$ cat config.mk
export PLATFORM = sky130hd
export DESIGN_NAME = ptimer16
export DESIGN_NICKNAME = d
export VERILOG_FILES = /design/src/rtl/ptimerPkg.sv /design/src/rtl/ptimerCtrl.sv /design/src/rtl/ptimerDatapath.sv /design/src/rtl/ptimer16.sv
export SDC_FILE = /design/constraint.sdc
export NUM_CORES = 1
export LEC_CHECK = 0
export ABC_AREA = 1
export BUFFER_PORTS_ARGS = -buffer_cell sky130_fd_sc_hd__buf_4
export CORE_MARGIN = 2
export CORE_UTILIZATION = 60
export CTS_BUF_LIST = sky130_fd_sc_hd__clkbuf_4
export DETAILED_ROUTE_END_ITERATION = 6
export GPL_ROUTABILITY_DRIVEN = 0
export PLACE_DENSITY = 0.93
export SKIP_LAST_GASP = 1
export SYNTH_ARGS = -nofsm -noshare
export SYNTH_HDL_FRONTEND = slang
export SYNTH_SLANG_ARGS = --single-unit
$ cat constraint.sdc
create_clock -name clk -period 2.4 [get_ports clk]
set_input_delay 0.48 -clock clk [delete_from_list [all_inputs] [get_ports clk]]
set_output_delay 0.48 -clock clk [all_outputs]
set_load 0.03 [all_outputs]
$ cat src/rtl/ptimerPkg.sv
package ptimerPkg;
  parameter int BUS_W = 8;
  parameter int CNT_W = 2 * BUS_W;
  parameter int PRE_W = 2;

  localparam logic [1:0] ADDR_CTRL = 2'd0;
  localparam logic [1:0] ADDR_LOW  = 2'd1;
  localparam logic [1:0] ADDR_HIGH = 2'd2;

  typedef struct packed {
    logic             runEn;
    logic             extSel;
    logic             asyncSel;
    logic [PRE_W-1:0] preSel;
    logic             loadLow;
    logic             loadHigh;
    logic [CNT_W-1:0] loadVal;
    logic             clrPre;
  } strobeT;
endpackage

$ cat src/rtl/ptimerCtrl.sv
module ptimerCtrl
  import ptimerPkg::*;
(
  input  logic             clk,
  input  logic             rstN,
  input  logic [1:0]       busAddr,
  input  logic             busWrEn,
  input  logic             busRdEn,
  input  logic [BUS_W-1:0] busWrData,
  output logic [BUS_W-1:0] busRdData,
  input  logic [CNT_W-1:0] cntVal,
  input  logic             ovfPulse,
  output strobeT           stb,
  output logic             irqFlag
);
  logic             runEn, extSel, asyncSel, wideMode;
  logic [PRE_W-1:0] preSel;
  logic [BUS_W-1:0] hiBuf;

  logic ctrlWr, lowWr, highWr, lowRd;
  assign ctrlWr = busWrEn && (busAddr == ADDR_CTRL);
  assign lowWr  = busWrEn && (busAddr == ADDR_LOW);
  assign highWr = busWrEn && (busAddr == ADDR_HIGH);
  assign lowRd  = busRdEn && (busAddr == ADDR_LOW);

  always_ff @(posedge clk) begin
    if (!rstN) begin
      runEn    <= 1'b0;
      extSel   <= 1'b0;
      asyncSel <= 1'b0;
      wideMode <= 1'b0;
      preSel   <= '0;
      irqFlag  <= 1'b0;
      hiBuf    <= '0;
    end else begin
      if (ctrlWr) begin
        runEn    <= busWrData[0];
        extSel   <= busWrData[1];
        asyncSel <= busWrData[2];
        preSel   <= busWrData[3 +: PRE_W];
        wideMode <= busWrData[5];
      end
      if (ovfPulse)
        irqFlag <= 1'b1;
      else if (ctrlWr && !busWrData[7])
        irqFlag <= 1'b0;
      if (wideMode && highWr)
        hiBuf <= busWrData;
      else if (wideMode && lowRd)
        hiBuf <= cntVal[CNT_W-1 -: BUS_W];
    end
  end

  always_comb begin
    stb          = '0;
    stb.runEn    = runEn;
    stb.extSel   = extSel;
    stb.asyncSel = asyncSel;
    stb.preSel   = preSel;
    if (lowWr) begin
      stb.loadLow  = 1'b1;
      stb.loadHigh = wideMode;
      stb.loadVal  = {hiBuf, busWrData};
      stb.clrPre   = 1'b1;
    end else if (highWr && !wideMode) begin
      stb.loadHigh = 1'b1;
      stb.loadVal  = {busWrData, {BUS_W{1'b0}}};
    end
  end

  always_comb begin
    unique case (busAddr)
      ADDR_CTRL: busRdData = {irqFlag, 1'b0, wideMode, preSel, asyncSel, extSel, runEn};
      ADDR_LOW:  busRdData = cntVal[BUS_W-1:0];
      ADDR_HIGH: busRdData = wideMode ? hiBuf : cntVal[CNT_W-1 -: BUS_W];
      default:   busRdData = '0;
    endcase
  end
endmodule

$ cat src/rtl/ptimerDatapath.sv
module ptimerDatapath
  import ptimerPkg::*;
#(
  parameter int INST_DIV    = 4,
  parameter int SYNC_STAGES = 2
) (
  input  logic             clk,
  input  logic             rstN,
  input  logic             extClk,
  input  logic             trigClr,
  input  strobeT           stb,
  output logic [CNT_W-1:0] cntVal,
  output logic             ovfPulse
);
  localparam int DIV_W = (INST_DIV > 1) ? $clog2(INST_DIV) : 1;
  localparam int PC_W  = (1 << PRE_W) - 1;

  logic [DIV_W-1:0]     divCnt;
  logic                 instTick;
  logic [SYNC_STAGES:0] syncChain;
  logic                 asyncEdge, syncEdge, srcTick;
  logic [PC_W-1:0]      preCnt, preMask;
  logic                 preHit, incTick, cntLoad;

  always_ff @(posedge clk) begin
    if (!rstN)
      divCnt <= '0;
    else if (divCnt == DIV_W'(INST_DIV - 1))
      divCnt <= '0;
    else
      divCnt <= divCnt + 1'b1;
  end
  assign instTick = (divCnt == DIV_W'(INST_DIV - 1));

  always_ff @(posedge clk) begin
    if (!rstN) syncChain[0] <= 1'b0;
    else       syncChain[0] <= extClk;
  end

  for (genvar s = 1; s <= SYNC_STAGES; s++) begin : gSync
    always_ff @(posedge clk) begin
      if (!rstN) syncChain[s] <= 1'b0;
      else       syncChain[s] <= syncChain[s-1];
    end
  end

  assign asyncEdge = syncChain[0] & ~syncChain[1];
  assign syncEdge  = syncChain[SYNC_STAGES-1] & ~syncChain[SYNC_STAGES];
  assign srcTick   = stb.extSel ? (stb.asyncSel ? asyncEdge : syncEdge) : instTick;

  assign preMask = ~({PC_W{1'b1}} << stb.preSel);
  assign preHit  = ((preCnt & preMask) == preMask);
  assign incTick = stb.runEn && srcTick && preHit;

  always_ff @(posedge clk) begin
    if (!rstN || stb.clrPre)
      preCnt <= '0;
    else if (stb.runEn && srcTick)
      preCnt <= preCnt + 1'b1;
  end

  assign cntLoad  = stb.loadLow || stb.loadHigh;
  assign ovfPulse = incTick && (cntVal == '1) && !cntLoad && !trigClr;

  always_ff @(posedge clk) begin
    if (!rstN) begin
      cntVal <= '0;
    end else if (cntLoad) begin
      if (stb.loadLow)  cntVal[BUS_W-1:0]       <= stb.loadVal[BUS_W-1:0];
      if (stb.loadHigh) cntVal[CNT_W-1 -: BUS_W] <= stb.loadVal[CNT_W-1 -: BUS_W];
    end else if (trigClr) begin
      cntVal <= '0;
    end else if (incTick) begin
      cntVal <= cntVal + 1'b1;
    end
  end
endmodule

$ cat src/rtl/ptimer16.sv
module ptimer16
  import ptimerPkg::*;
#(
  parameter int INST_DIV    = 4,
  parameter int SYNC_STAGES = 2
) (
  input  logic             clk,
  input  logic             rstN,
  input  logic [1:0]       busAddr,
  input  logic             busWrEn,
  input  logic             busRdEn,
  input  logic [BUS_W-1:0] busWrData,
  output logic [BUS_W-1:0] busRdData,
  input  logic             extClk,
  input  logic             trigClr,
  output logic             irqFlag
);
  strobeT           stb;
  logic [CNT_W-1:0] cntVal;
  logic             ovfPulse;
  logic             runEn;

  assign runEn = stb.runEn;

  ptimerCtrl ctrl_i (
    .clk(clk), .rstN(rstN), .busAddr(busAddr), .busWrEn(busWrEn),
    .busRdEn(busRdEn), .busWrData(busWrData), .busRdData(busRdData),
    .cntVal(cntVal), .ovfPulse(ovfPulse), .stb(stb), .irqFlag(irqFlag)
  );

  ptimerDatapath #(.INST_DIV(INST_DIV), .SYNC_STAGES(SYNC_STAGES)) dp_i (
    .clk(clk), .rstN(rstN), .extClk(extClk), .trigClr(trigClr),
    .stb(stb), .cntVal(cntVal), .ovfPulse(ovfPulse)
  );
endmodule

; Word-level counts from Yosys, hierarchy flattened
; Cells that the tools add are included.
[word_totals]
word_cells = 75
ff_bits = 39
in_bits = 16
output_inout_bits = 9
[op_classes]
muxes = 16
n_addsub = 3
n_eq_ne = 7
bitwise = 7
n_shift = 1
reduce_logical = 27
[op_table]
columns = operator, n
row1 = two-way mux 16 bit, 3
row2 = two-way mux 8 bit, 5
row3 = two-way mux 17 bit, 2
row4 = one-hot mux 8 bit (3 select lines), 1
row5 = "adder 16 x 1 -> 16 bit, second input constant", 1
row6 = "equality test 16 bit, second input constant", 1
row7 = logical AND 1 bit, 13
row8 = logical NOT 1 bit, 5
row9 = two-way mux 1 bit, 5
row10 = "equality test 2 bit, second input constant", 2
row11 = "inequality test 2 x 1 -> 1 bit, second input constant", 2
row12 = AND reduction 2 bit, 2
row13 = nonzero test 2 bit, 2
row14 = "adder 3 x 1 -> 3 bit, second input constant", 1
row15 = bitwise AND 3 bit, 1
row16 = equality test 3 bit, 1
row17 = NOT 1 bit, 3
row18 = NOT 3 bit, 1
row19 = nonzero test 3 bit, 1
row20 = "left shift 3 x 2 -> 3 bit, first input constant", 1
row21 = "adder 2 x 1 -> 2 bit, second input constant", 1
row22 = bitwise AND 1 bit, 2
row23 = "equality test 2 x 1 -> 1 bit, second input constant", 1
row24 = logical NOT 2 bit, 1
row25 = other kinds (2), 3

; Depth between registers and ports, before layout
; Gate-level depths: netlist of run 1.
[depth]
ltp_word = 10
ltp_mapped = 11
mapped_depth_nobuf = 10

; Hierarchy
; From an unflattened synthesis of run 1, not the netlist that was laid out.
[hier_totals]
hier_cells = 455
area_unflattened_um2 = 2787.7
[by_module_without_submodules]
columns = mod, area_each_um2, n_inst, cells_each
row1 = ptimerDatapath, 1671.6, 1, 276
row2 = ptimerCtrl, 1116.1, 1, 179

; Worst setup path before layout of run 1
; Ideal clock, no wire load.
[synth_timing]
kind = input -> output
start = in busAddr[0]
end = out busRdData[5]
path_slack_ps = 557
stages = 3
arrival_time_ps = 1363
required_ps = 1920
cell_sequence = nor2_1 inv_1 o221ai_1
[synth_via]
elab_chain_len = 2
word_cells_on_any_way = 4
[synth_lines]
columns = element, line
row1 = from (decl), ptimer16.sv:9  ; input logic [1:0] busAddr,
row2 = "equality test 2 bit, or another cell as far along", ptimerCtrl.sv:72  ; unique case (busAddr)
row3 = one-hot mux 8 bit (3 select lines) *, ptimerCtrl.sv:72
row4 = to (decl), ptimer16.sv:13  ; output logic [BUS_W-1:0] busRdData,
; Every way passes the cells marked *; elsewhere a longest branch is shown, timed or not.

; Worst setup path in the final report of run 1
; Ends and elaborated chain as after synthesis.

==> metrics.cfg, run 1 <==
[critical_path]
cp-start-kind=input pin
cp_slowest_cell=nor2_1
r2r-end=dp_i.cntVal[9]$_SDFFE_PN0P_
cp.required_ns=1.92
crit_path_max_fanout=6
critical_path_arrival_ns=1.61
end_kind=output pin
crit_top_cell=buf_4
path_class=in -> out
ff2ff_setup_slack_ns=0.44
reg2reg_from=dp_i.divCnt[0]$_SDFF_PP0_
slowest_delay_ns=0.36
cp_cell_sequence=buf_4, nor2_1, inv_1, o221ai_1, buf_4
reg2reg_depth=9

[layout]
final_area_sq_um=2780
area_delta_synth_final_pct=12.1
antenna_cells=0
stdcell_count=487
nets=455
post-route-util_pct=69.4
drive_above_1_share_pct=10.5

[worst_hold_path]
hold_depth=3
worstHoldStart=extClk
whs_endpoint=dp_i.syncChain[0]$_SDFF_PN0_
hp-class=in -> reg

[floorplanning]
die-area_sq_um=4660
core_sq_um=4000
pin_count=25
start_util_pct=61.9
dieHeight_um=68.3
die_w_um=68.3
rows=23

[power]
p_int_w=0.00101
leakagePower_nw=1.36
swShare_pct=32.3
power_density_nw_per_um2=539
power_switching_w=0.000484
p_clk_share_pct=30.9
p_seq_share_pct=48.6
vdd_drop_max_uv=339
p_comb_share_pct=20.5

[clock_network]
post-cts-setup-buffer-count=0
cts-hold-fix-buffers=0
cts_sinks=39
cts_tree=done
cts-root-buf=clkbuf_4
cts_made_buffers=5
htreeDepth=2
clkTransAtPathRegs_ns=0.13
cts_buffer_depth=2
post_cts_resized=0
insertion_delay_ns=0.36

[yosys]
synth_seq_area_share_pct=31.5
synth_area_per_cell_sq_um=6.00
synthTopCellsByArea=dfxtp_1 (32%), nand2_1 (16%), inv_1 (10%)
yosysTopAreaCell=dfxtp_1
synthesis.area_sq_um=2480
yosysWarnings=0
synthCells=413
synth_edf_count=0
synth.distinct_cells=28
syn-num-nets=432
synth.most_common_cell=nand2_1
yosysTopAreaCellShare_pct=31.5
synth_seq_cells=39
synth_flop_cell=dfxtp_1
async_reset_ff_share_pct=0
yosys-top-cells-count=nand2_1 (106), inv_1 (66), nor2_1 (62)

[detailed_routing]
drc=18
topRoutingLayerUsed=met4
drt_iter0_drc=412
routed_via_density=5.90
detail-route-antenna-nets=0
wire_per_inst_um=14.9
met2_length_mm=3.20
via_count=2873
wirelength_mm=7.26
wl_met1_mm=2.80
wl_met3_um=925
first_pass_iters=7

[grt]
grt_max_degree=35
grt_pass1_vias=2357
groute.usage.overall_pct=32.4
antenna_found_initial=0
grt-ovfl-total=0
grt_first_pass_wirelength_mm=11.0

[timing]
grt_setup_unrepaired=false
min_period_ns=2.09
tightest_slew_ns=0.502
setup_tns_ns=0
slew_viol_final=0
fin_crit_sh_pct=87.0
slew_headroom_pct=66.4
worst_slack_ns=0.311
max_freq_mhz=479
fin_skew_ns=0.0140
finalSetupViolCount=0
finalHoldViolCount=0

[job]
maxCapViolCount=0

[placed_design]
numPortBuffers=24
placed_area_sq_um=2700
post-dp-hpwl_mm=5.28
dpl.cell_count=479
place_ws_ns=0.376

[run_status]
status=finished, violations left
violations=design-rule violations

final cells by class:
cell class / count / area (sq um)
flip-flops and latches: 39 / 781
well taps: 50 / 62.6
clock buffers: 5 / 37.5
multi-input cells: 293 / 1380
repair buffers: 30 / 225
clock inverters: 3 / 43.8
fillers: 348 / 1220
inverters: 67 / 251
layout by cell type (no fill, tap or decap), types with 2 or more instances in the layout:
cell        n
nand2_1   106
inv_1      66
nor2_1     62
dfxtp_1    39
o21ai_0    36
buf_4      30
nand3_1    28
a21oi_1    19
o221ai_1    9
o22ai_1     8
clkbuf_4    5
nand4_1     4
nor3_1      3
nand3b_1    3
ha_1        3
nor2_2      2
nand2_2     2
nor3b_1     2
logic make-up after synthesis:
| group | Yosys count | share of synthesized area [%] |
|---|---|---|
| fa+ha+maj | 3 | 1.52 |
| flops | 39 | 31.5 |
| simple gates | 214 | 36.1 |
| compound gates | 76 | 17.9 |
| buf+inv | 81 | 12.9 |
worst max-delay path: cells and delay by family:
family	cells	cell delay, ns
compound gates	1	0.27
simple gates	1	0.36
buf+inv	3	0.49
worst max-delay path by stage:
stage	start	end
after floorplan	busAddr[0]	busRdData[5]
final	busAddr[0]	busRdData[5]
after CTS	busAddr[0]	busRdData[5]
after global placement	busAddr[0]	busRdData[5]
after global routing	dp_i.divCnt[0]$_SDFF_PP0_	dp_i.cntVal[9]$_SDFFE_PN0P_
after detailed placement	busAddr[0]	busRdData[5]
flip-flops by register name, summed over array words and instances (netlist names):
signal,cells
ctrl_i.runEn,1
ctrl_i.preSel,2
dp_i.syncChain,3
dp_i.preCnt,3
dp_i.divCnt,2
dp_i.cntVal,16
ctrl_i.asyncSel,1
ctrl_i.wideMode,1
ctrl_i.irqFlag,1
ctrl_i.extSel,1
ctrl_i.hiBuf,8
stage by stage:
stage,hold slack (ns),power (W)
after floorplan,0.407,0.000938
after global placement,0.414,0.00103
after detailed placement,0.415,0.00104
after CTS,0.280,0.00149
after global routing,0.278,0.00156
final,0.287,0.00150
power by group through the flow:
| stage | registers (W) | logic, W | clock network (W) |
|---|---|---|---|
| finish | 0.000728 | 0.000306 | 0.000463 |
| global route | 0.000731 | 0.000336 | 0.000490 |
| CTS | 0.000725 | 0.000298 | 0.000464 |
| detailed placement | 0.000740 | 0.000296 | 0 |
| global placement | 0.000737 | 0.000288 | 0 |
| floorplan | 0.000725 | 0.000213 | 0 |
routing by layer:
| metal | track usage [%] | vias to the layer above |
|---|---|---|
| met5 | 0 | - |
| met4 | 14.2 | 0 |
| met3 | 8.06 | 45 |
| met2 | 49.9 | 199 |
| met1 | 42.7 | 1265 |
| li1 | - | 1364 |
Power figures use the tool's default switching activity.
==> run 2, diff against run 1 <==
CORE_UTILIZATION = 45   (was 60)
PLACE_DENSITY = 0.76   (was 0.93)
==> metrics.cfg, run 2 (same netlist as run 1, synthesis figures left out) <==
[power]
vdd_drop_max_uv=362
power_density_nw_per_um2=528
leakagePower_nw=1.37

[clock_network]
cts-hold-fix-buffers=0
post_cts_resized=0
cts-root-buf=clkbuf_4
cts_tree=done
insertion_delay_ns=0.36
post-cts-setup-buffer-count=0
cts_buffer_depth=2
htreeDepth=2
cts_sinks=39
cts_made_buffers=5
clkTransAtPathRegs_ns=0.12

[floorplanning]
core_sq_um=5410
dieHeight_um=78.2
rows=27
pin_count=25
die_w_um=78.2
start_util_pct=45.8
die-area_sq_um=6110

[detailed_routing]
first_pass_iters=5
detail-route-antenna-nets=0
wirelength_mm=7.33
drc=0
drt_iter0_drc=326
routed_via_density=5.47
via_count=2795
wire_per_inst_um=14.3

[grt]
grt-ovfl-total=0
grt_max_degree=35
groute.usage.overall_pct=25.1
antenna_found_initial=0
grt_first_pass_wirelength_mm=12.0
grt_pass1_vias=2440

[timing]
setup_tns_ns=0
slew_headroom_pct=67.7
fin_crit_sh_pct=83.3
grt_setup_unrepaired=false
finalSetupViolCount=0
slew_viol_final=0
finalHoldViolCount=0
tightest_slew_ns=0.484
timing.hold.ws_ns=0.290
fin_skew_ns=0.0114
min_period_ns=2.00
max_freq_mhz=500

[layout]
nets=457
area_delta_synth_final_pct=13.8
drive_above_1_share_pct=10.9
top_register=dp_i.cntVal
antenna_cells=0
layout_common_cells=nand2_1 (106), inv_1 (66), nor2_1 (62)
top_regs=dp_i.cntVal x16, ctrl_i.hiBuf x8
largest_reg_flops=16
layout_commonest_cell=nand2_1

[run_status]
status=completed

[worst_hold_path]
hp-class=in -> reg

[critical_path]
cp.required_ns=1.92
cp_cell_sequence=inv_1, nor2_1, o221ai_1, buf_4
end_kind=output pin
cp-start-kind=flop
critical_path_arrival_ns=1.52
slowest_delay_ns=0.45
cp_slowest_cell=dfxtp_1
cpLargestDelayFamily=flip-flops
path_class=reg -> out
crit_path_max_fanout=8
crit_buf_inv=2

[job]
maxCapViolCount=0

[placed_design]
numPortBuffers=24
post-dp-hpwl_mm=5.44

[run 2: tightest hold or removal path, cell delays in order]
cell     delay, ns
buf_4         0.07
nand2_1       0.04
inv_1         0.04
[run 2: final timing paths]
kind / startpoint / end / slack [ns] / depth (start not counted)
worst max-delay path: ctrl_i.wideMode$_SDFFE_PN0P_ / busRdData[4] / 0.40 / 4
worst min-delay path: extClk / dp_i.syncChain[0]$_SDFF_PN0_ / 0.29 / 3
worst max register to register: dp_i.divCnt[0]$_SDFF_PP0_ / dp_i.cntVal[12]$_SDFFE_PN0P_ / 0.44 / 9
worst min register to register: dp_i.syncChain[0]$_SDFF_PN0_ / dp_i.syncChain[1]$_SDFF_PN0_ / 0.44 / 2
[run 2: per-layer routing]
| layer | global-route usage, % | part of all wire, % |
|---|---|---|
| met1 | 36.3 | 44 |
| met2 | 37.8 | 44 |
| met3 | 4.60 | 10 |
| met4 | 8.07 | 2.7 |
| met5 | 0 | 0 |
[run 2: final cells by class]
class / count / area [sq um]
clock inverters: 3 / 43.8
repair buffers: 32 / 240
clock buffers: 5 / 37.5
fillers: 565 / 2580
inverters: 67 / 251
multi-input cells: 293 / 1380
well taps: 72 / 90.1
flip-flops and latches: 39 / 781
[run 2: power by group]
part | leakage [nW] | switching (W) | internal [W]
combinational | 1.00 | 0.000194 | 0.000110
clock | 0.0452 | 0.000238 | 0.000219
sequential | 0.319 | 0.0000431 | 0.000685
total | 1.37 | 0.000476 | 0.00101
[run 2: per-stage QoR]
| step | utilization, % | power, W | cell area, sq um | instances | worst slack (ns) |
|---|---|---|---|---|---|
| 2_1_floorplan | - | 0.000938 | 2480 | 413 | 0.557 |
| 3_3_place_gp | 50.7 | 0.00103 | 2740 | 503 | 0.486 |
| 3_5_place_dp | 50.7 | 0.00104 | 2740 | 503 | 0.470 |
| 4_1_cts | 52.2 | 0.00149 | 2820 | 511 | 0.440 |
| 5_1_grt | 52.2 | 0.00157 | 2820 | 511 | 0.216 |
| 6_report | 52.2 | 0.00149 | 2820 | 511 | 0.401 |
